### src/rtl/ptp_clk_pkg.sv
package ptp_clk_pkg;
   localparam int SUB_W = 31;
   localparam logic [31:0] WRAP_DEC = 32'h3B9A_C9FF;
   localparam logic [31:0] WRAP_BIN = 32'h7FFF_FFFF;

   function automatic logic [31:0] wrap_limit(input logic digital);
      return digital ? WRAP_DEC : WRAP_BIN;
   endfunction
endpackage

### src/rtl/ptp_rate_acc.sv
module ptp_rate_acc #(
   parameter int ACC_W = 32
) (
   input  logic             clk,
   input  logic             rst_n,
   input  logic             cmd_load,
   input  logic [ACC_W-1:0] addend_in,
   output logic             tick,
   output logic             load_busy
);
   if (ACC_W < 8) begin : g_bad_acc_w
      $error("ptp_rate_acc: ACC_W must be at least 8");
   end

   logic [ACC_W-1:0] acc_q, addend_q, pend_q;
   logic [ACC_W:0]   sum;

   assign sum  = {1'b0, acc_q} + {1'b0, addend_q};
   assign tick = sum[ACC_W];

   always_ff @(posedge clk) begin
      if (!rst_n) begin
         acc_q     <= '0;
         addend_q  <= '0;
         pend_q    <= '0;
         load_busy <= 1'b0;
      end else begin
         acc_q <= sum[ACC_W-1:0];
         if (load_busy) begin
            addend_q  <= pend_q;
            load_busy <= 1'b0;
         end else if (cmd_load) begin
            pend_q    <= addend_in;
            load_busy <= 1'b1;
         end
      end
   end

   a_r4_addend_busy_single: assert property (@(posedge clk) disable iff (!rst_n)
      load_busy |=> !load_busy);
endmodule

### src/rtl/ptp_time_keeper.sv
module ptp_time_keeper
   import ptp_clk_pkg::*;
#(
   parameter int SEC_W = 32,
   parameter int INC_W = 8
) (
   input  logic             clk,
   input  logic             rst_n,
   input  logic             digital,
   input  logic             tick,
   input  logic [INC_W-1:0] sub_inc,
   input  logic             cmd_init,
   input  logic             cmd_update,
   input  logic [SEC_W-1:0] upd_sec,
   input  logic [31:0]      upd_sub,
   output logic [SEC_W-1:0] time_sec,
   output logic [SUB_W-1:0] time_sub,
   output logic             init_busy,
   output logic             upd_busy
);
   if (INC_W < 1 || INC_W > 30) begin : g_bad_inc_w
      $error("ptp_time_keeper: INC_W must lie in 1..30");
   end
   if (SEC_W < 2) begin : g_bad_sec_w
      $error("ptp_time_keeper: SEC_W must be at least 2");
   end

   localparam logic [SEC_W-1:0] SEC_ONE = SEC_W'(1);

   logic [SEC_W-1:0] sh_sec;
   logic [31:0]      sh_sub;
   logic             idle;
   logic [31:0]      lim, span, now, mag, t_tick, t_adj;
   logic [SEC_W-1:0] sec_tick, sec_adj;

   assign idle = !init_busy && !upd_busy;
   assign lim  = wrap_limit(digital);
   assign span = lim + 32'd1;
   assign now  = {1'b0, time_sub};
   assign mag  = {1'b0, sh_sub[SUB_W-1:0]};

   always_comb begin
      t_tick   = now + 32'(sub_inc);
      sec_tick = time_sec;
      if (t_tick > lim) begin
         t_tick   = t_tick - span;
         sec_tick = time_sec + SEC_ONE;
      end
      if (!sh_sub[31]) begin
         t_adj   = now + mag;
         sec_adj = time_sec + sh_sec;
         if (t_adj > lim) begin
            t_adj   = t_adj - span;
            sec_adj = sec_adj + SEC_ONE;
         end
      end else if (now >= mag) begin
         t_adj   = now - mag;
         sec_adj = time_sec - sh_sec;
      end else begin
         t_adj   = now + span - mag;
         sec_adj = time_sec - sh_sec - SEC_ONE;
      end
   end

   always_ff @(posedge clk) begin
      if (!rst_n) begin
         time_sec  <= '0;
         time_sub  <= '0;
         sh_sec    <= '0;
         sh_sub    <= '0;
         init_busy <= 1'b0;
         upd_busy  <= 1'b0;
      end else begin
         if (idle && cmd_init) begin
            init_busy <= 1'b1;
            sh_sec    <= upd_sec;
            sh_sub    <= upd_sub;
         end else if (idle && cmd_update) begin
            upd_busy <= 1'b1;
            sh_sec   <= upd_sec;
            sh_sub   <= upd_sub;
         end
         if (init_busy) begin
            time_sec  <= sh_sec;
            time_sub  <= sh_sub[SUB_W-1:0];
            init_busy <= 1'b0;
         end else if (upd_busy) begin
            time_sec <= sec_adj;
            time_sub <= t_adj[SUB_W-1:0];
            upd_busy <= 1'b0;
         end else if (tick) begin
            time_sec <= sec_tick;
            time_sub <= t_tick[SUB_W-1:0];
         end
      end
   end

   a_r5_init_busy_single: assert property (@(posedge clk) disable iff (!rst_n)
      init_busy |=> !init_busy);
   a_r6_upd_busy_single: assert property (@(posedge clk) disable iff (!rst_n)
      upd_busy |=> !upd_busy);
   a_r7_one_pending: assert property (@(posedge clk) disable iff (!rst_n)
      !(init_busy && upd_busy));
   a_r3_sec_step: assert property (@(posedge clk) disable iff (!rst_n)
      !$past(init_busy || upd_busy) |->
         (time_sec == $past(time_sec) || time_sec == $past(time_sec) + SEC_ONE));
   a_r1_dec_in_range: assert property (@(posedge clk) disable iff (!rst_n)
      (digital && $past(digital) && !$past(init_busy || upd_busy)
       && ({1'b0, $past(time_sub)} <= WRAP_DEC)) |-> ({1'b0, time_sub} <= WRAP_DEC));
endmodule

### src/rtl/ptp_target_alarm.sv
module ptp_target_alarm #(
   parameter int SEC_W = 32,
   parameter int SUB_W = 31
) (
   input  logic             clk,
   input  logic             rst_n,
   input  logic             cmd_arm,
   input  logic [SEC_W-1:0] time_sec,
   input  logic [SUB_W-1:0] time_sub,
   input  logic [SEC_W-1:0] tgt_sec,
   input  logic [SUB_W-1:0] tgt_sub,
   output logic             arm_en,
   output logic             irq
);
   logic passed;

   assign passed = (time_sec > tgt_sec) || ((time_sec == tgt_sec) && (time_sub > tgt_sub));

   always_ff @(posedge clk) begin
      if (!rst_n) begin
         arm_en <= 1'b0;
         irq    <= 1'b0;
      end else begin
         irq <= arm_en && passed;
         if (arm_en && passed) arm_en <= 1'b0;
         else if (cmd_arm)     arm_en <= 1'b1;
      end
   end

   a_r8_fire_disarms: assert property (@(posedge clk) disable iff (!rst_n)
      irq |-> (!arm_en && $past(arm_en)));
endmodule

### src/rtl/ptp_clock_core.sv
module ptp_clock_core
   import ptp_clk_pkg::*;
#(
   parameter int SEC_W = 32,
   parameter int ACC_W = 32,
   parameter int INC_W = 8
) (
   input  logic             clk,
   input  logic             rst_n,
   input  logic             roll_digital,
   input  logic             cmd_addend_ld,
   input  logic [ACC_W-1:0] addend_in,
   input  logic [INC_W-1:0] sub_inc,
   input  logic             cmd_init,
   input  logic             cmd_update,
   input  logic [SEC_W-1:0] upd_sec,
   input  logic [31:0]      upd_sub,
   input  logic             cmd_arm,
   input  logic [SEC_W-1:0] tgt_sec,
   input  logic [30:0]      tgt_sub,
   output logic [SEC_W-1:0] time_sec,
   output logic [30:0]      time_sub,
   output logic             addend_busy,
   output logic             init_busy,
   output logic             upd_busy,
   output logic             arm_en,
   output logic             irq
);
   logic tick;

   ptp_rate_acc #(.ACC_W(ACC_W)) u_rate (
      .clk       (clk),
      .rst_n     (rst_n),
      .cmd_load  (cmd_addend_ld),
      .addend_in (addend_in),
      .tick      (tick),
      .load_busy (addend_busy)
   );

   ptp_time_keeper #(.SEC_W(SEC_W), .INC_W(INC_W)) u_time (
      .clk        (clk),
      .rst_n      (rst_n),
      .digital    (roll_digital),
      .tick       (tick),
      .sub_inc    (sub_inc),
      .cmd_init   (cmd_init),
      .cmd_update (cmd_update),
      .upd_sec    (upd_sec),
      .upd_sub    (upd_sub),
      .time_sec   (time_sec),
      .time_sub   (time_sub),
      .init_busy  (init_busy),
      .upd_busy   (upd_busy)
   );

   ptp_target_alarm #(.SEC_W(SEC_W), .SUB_W(SUB_W)) u_alarm (
      .clk      (clk),
      .rst_n    (rst_n),
      .cmd_arm  (cmd_arm),
      .time_sec (time_sec),
      .time_sub (time_sub),
      .tgt_sec  (tgt_sec),
      .tgt_sub  (tgt_sub),
      .arm_en   (arm_en),
      .irq      (irq)
   );
endmodule

### config.mk
export PLATFORM = sky130hd
export DESIGN_NAME = ptp_clock_core
export DESIGN_NICKNAME = d
export VERILOG_FILES = /design/src/rtl/ptp_clk_pkg.sv /design/src/rtl/ptp_rate_acc.sv /design/src/rtl/ptp_time_keeper.sv /design/src/rtl/ptp_target_alarm.sv /design/src/rtl/ptp_clock_core.sv
export SDC_FILE = /design/constraint.sdc
export NUM_CORES = 1
export LEC_CHECK = 0
export ABC_AREA = 1
export CAP_MARGIN = 40
export CELL_PAD_IN_SITES_DETAIL_PLACEMENT = 1
export CELL_PAD_IN_SITES_GLOBAL_PLACEMENT = 2
export CORE_MARGIN = 1.5
export CORE_UTILIZATION = 34
export CTS_CLUSTER_SIZE = 25
export DETAILED_ROUTE_END_ITERATION = 16
export GPL_ROUTABILITY_DRIVEN = 0
export PLACE_DENSITY_LB_ADDON = 0.1
export SLEW_MARGIN = 20
export SYNTH_ARGS = -nofsm -noshare
export SYNTH_HDL_FRONTEND = slang
export SYNTH_SLANG_ARGS = --single-unit
export TNS_END_PERCENT = 5
### constraint.sdc
create_clock -name clk -period 11 [get_ports clk]
set_clock_uncertainty 0.1 [all_clocks]
set_input_delay 2.2 -clock clk [delete_from_list [all_inputs] [get_ports clk]]
set_output_delay 2.2 -clock clk [all_outputs]
set_load 0.02 [all_outputs]
==> out/results.txt <==
run status: completed
Synth async-reset ratio: 0%
Remaining DRCs: 0
Hold Vio Cnt, Final: 0
DRT iter0 DRCs: 2406
Slew @ Worst Pin: 0.9009 ns
largest net degree at the start of global routing: 120
post-route cell area: 34450 µm²
nets: 5780
CTS tree: done
Worst Path Required: 11.38 ns
Worst setup EP type: register
Synth Instances: 5122
final setup fails: 0
Buffers on Ports: 241
global route total overflow: 0
clock latency on the worst-skew pair: 0.59 ns
Leak: 17.52 nW
first-pass GRT wire length: 209400 µm
CTS Sinks: 228
CTS clk-pin slew, worst paths: 0.06 ns
power per cell area: 135.1 nW/µm²
Area after DPL: 33350 µm²
Seq cells post-synth: 228
H-tree depth: 1
hpwl dp: 116400 µm
DRT Pass-1 Iters: 5
Post-Route Setup TNS: 0 ns
GRT Overall Usage: 30.24%
Core Area: 86890 µm²
final WL: 139400 µm
Final ANT Viol Nets: 0
CTS resizes: 0
number of global-route vias before repair: 34210
post-layout util: 39.65%
Setup CP Type: in -> reg
max cap viols: 0
CTS Buf Count: 28
die area: 89740 µm²
Syn Nets: 5630
Top Ports: 242
max-slew violations: 0
CP Max Fanout: 38
RSZ-0062 raised after global routing: false
crit path DAT: 7.14 ns
Post-CTS Setup Bufs: 0
ys flop type: dfxtp_1
Yosys cell types: 70
HP Class: reg -> reg
layout cell share with drive strength beyond 1: 3.683%
Hold Buf Count CTS: 0
die width: 299.6 µm
drt wl/cell: 21.61 µm
Rows: 108
fmax: 0.1479 GHz
Syn. warnings: 0
syn avg cell area: 5.838 µm²
Root Buffer: clkbuf_16
cell area after synthesis: 29900 µm²
initial antenna violation count: 6
Initial Utilization: 34.42%
Area Growth Syn to Fin: 15.20%
sequential share of the synthesized area: 15.26%
maximum vdd drop: 0.1115 mV
vias per cell: 5.406
via count: 34870
Post-synth EDFFs: 0
Setup crit start kind: input port
fill cell count: 11770
DIE HEIGHT: 299.6 µm
clock buffer depth: 3
Final Cycle Share: 61.48%
Slew HR: 39.31%
Final min period: 6.763 ns
-- critical path: stages --
cell and delay, ns:
clkdlybuf4s50_1 0.47, ha_1 0.19, inv_1 0.06, fa_1 0.40
inv_1 0.08, nand3_1 0.06, nand2_1 0.13, nand2_1 0.10
nand2_4 0.13, nand3_1 0.14, nor2_1 0.16, nand2_1 0.07
nand2_1 0.20, inv_1 0.11, ha_1 0.29, nand4_1 0.15
nor2_2 0.15, nand3_1 0.10, nand3_2 0.19, nand2_4 0.22
a21oi_4 0.55, buf_4 0.48, inv_2 0.22, a21oi_1 0.17
a21oi_1 0.08
-- worst paths after layout --
kind | startpoint | endpoint | slack (ns) | cells after the start
setup / recovery | sub_inc[0] | u_time.time_sec[25] | 4.24 | 25
setup reg to reg | u_time.time_sub[18] | u_time.time_sub[28] | 4.72 | 26
hold / removal | u_rate.pend_q[24] | u_rate.pend_q[24] | 0.38 | 2
hold reg to reg | u_rate.pend_q[24] | u_rate.pend_q[24] | 0.38 | 2
-- state kept, by name, indices dropped and copies added, names as in the netlist --
name	cells
u_time.time_sub	31
u_time.upd_busy	1
u_alarm.irq	1
u_rate.acc_q	32
u_time.sh_sec	32
u_time.time_sec	32
u_rate.addend_q	32
u_rate.pend_q	32
u_rate.load_busy	1
u_alarm.arm_en	1
u_time.init_busy	1
u_time.sh_sub	32
-- cell families after synthesis --
logic type / synth area share [%]
and+or+nand+nor: 35.18
adders and majority gates: 14.70
DFF: 15.26
xor gates and xnor gates: 4.159
buffers and inverters: 12.41
AOI/OAI and AO/OA: 18.28
-- cell usage after synthesis, types with 10 or more instances --
library cell / number / area, µm²
o21bai_1: 29 / 217.7
nor4_1: 21 / 131.4
dfxtp_1: 228 / 4564
a21o_1: 18 / 135.1
xor2_1: 117 / 1025
a31oi_1: 22 / 137.6
fa_1: 29 / 580.6
a21oi_1: 431 / 2157
o21ai_0: 351 / 1757
nand3_1: 423 / 2117
nor2_1: 560 / 2102
nand2_2: 10 / 62.56
nor2_2: 11 / 68.82
o21a_1: 19 / 142.6
o21ai_1: 46 / 230.2
ha_1: 305 / 3816
clkbuf_1: 96 / 360.4
o22ai_1: 14 / 87.58
inv_1: 764 / 2868
buf_2: 47 / 235.2
inv_2: 25 / 93.84
or2_2: 18 / 112.6
o211ai_1: 21 / 157.7
xnor2_1: 12 / 105.1
nor3_1: 74 / 370.4
nand2_1: 1206 / 4527
nand4_1: 90 / 563.0
nand3b_1: 23 / 172.7
-- per-layer routing --
| layer | vias to the layer above | global-route usage [%] | routed length (µm) |
|---|---|---|---|
| li1 | 16980 | - | - |
| met5 | - | 0 | 55 |
| met3 | 117 | 4.023 | 9505 |
| met4 | 8 | 5.339 | 2441 |
| met1 | 16820 | 45.98 | 70010 |
| met2 | 946 | 45.21 | 57390 |
-- area by class of cell --
cell class	instances	area (µm²)	share of cell area [%]
antenna	1	2.502	0.007264
timing repair buffer	278	2739	7.950
sequential	228	4567	13.26
clock inverter	20	310.3	0.9007
inverter	796	2990	8.680
multi-input combinational	3940	21660	62.88
tap	1155	1445	4.195
clock buffer	32	735.7	2.136
-- power breakdown --
group | switching, mW | internal (mW) | total [mW]
clock | 0.428 | 0.630 | 1.06
combinational | 1.78 | 0.801 | 2.58
sequential | 0.112 | 0.901 | 1.01
-- cell usage in the layout (no fill, tap or decap), types with 7 or more instances in the layout --
master	synthesis	final
nor3_1	74	74
xor2_1	117	117
nor4_1	21	21
clkbuf_16	0	28
dfxtp_1	228	226
nand4_1	90	90
o22ai_1	14	14
o21bai_1	29	29
xor2_2	7	7
nor2_1	560	558
a211oi_1	9	9
a21o_1	18	18
nand3_2	7	7
clkdlybuf4s50_1	0	240
a31oi_1	22	22
ha_1	305	305
nor2_2	11	11
or2_2	18	18
nand3b_1	23	23
o21a_1	19	19
inv_1	764	762
nand2_1	1206	1206
fa_1	29	29
buf_4	4	34
o21ai_0	351	350
nand3_1	423	423
o211ai_1	21	21
xnor2_1	12	12
a21oi_1	431	431
inv_2	25	27
nand2_2	10	10
o21ai_1	46	46
-- through the flow --
stage	hold slack [ns]	cells	power, mW	worst slack [ns]
final	0.3849	6450	4.654	4.237
after global routing	0.4031	6450	4.973	3.866
after CTS	0.3818	6447	4.618	4.291
after detailed placement	0.3733	6395	3.543	3.668
after global placement	0.3614	6394	3.515	3.735
after floorplan	0.3491	5122	2.666	5.283
No activity file was read; power rests on OpenSTA's default activity.
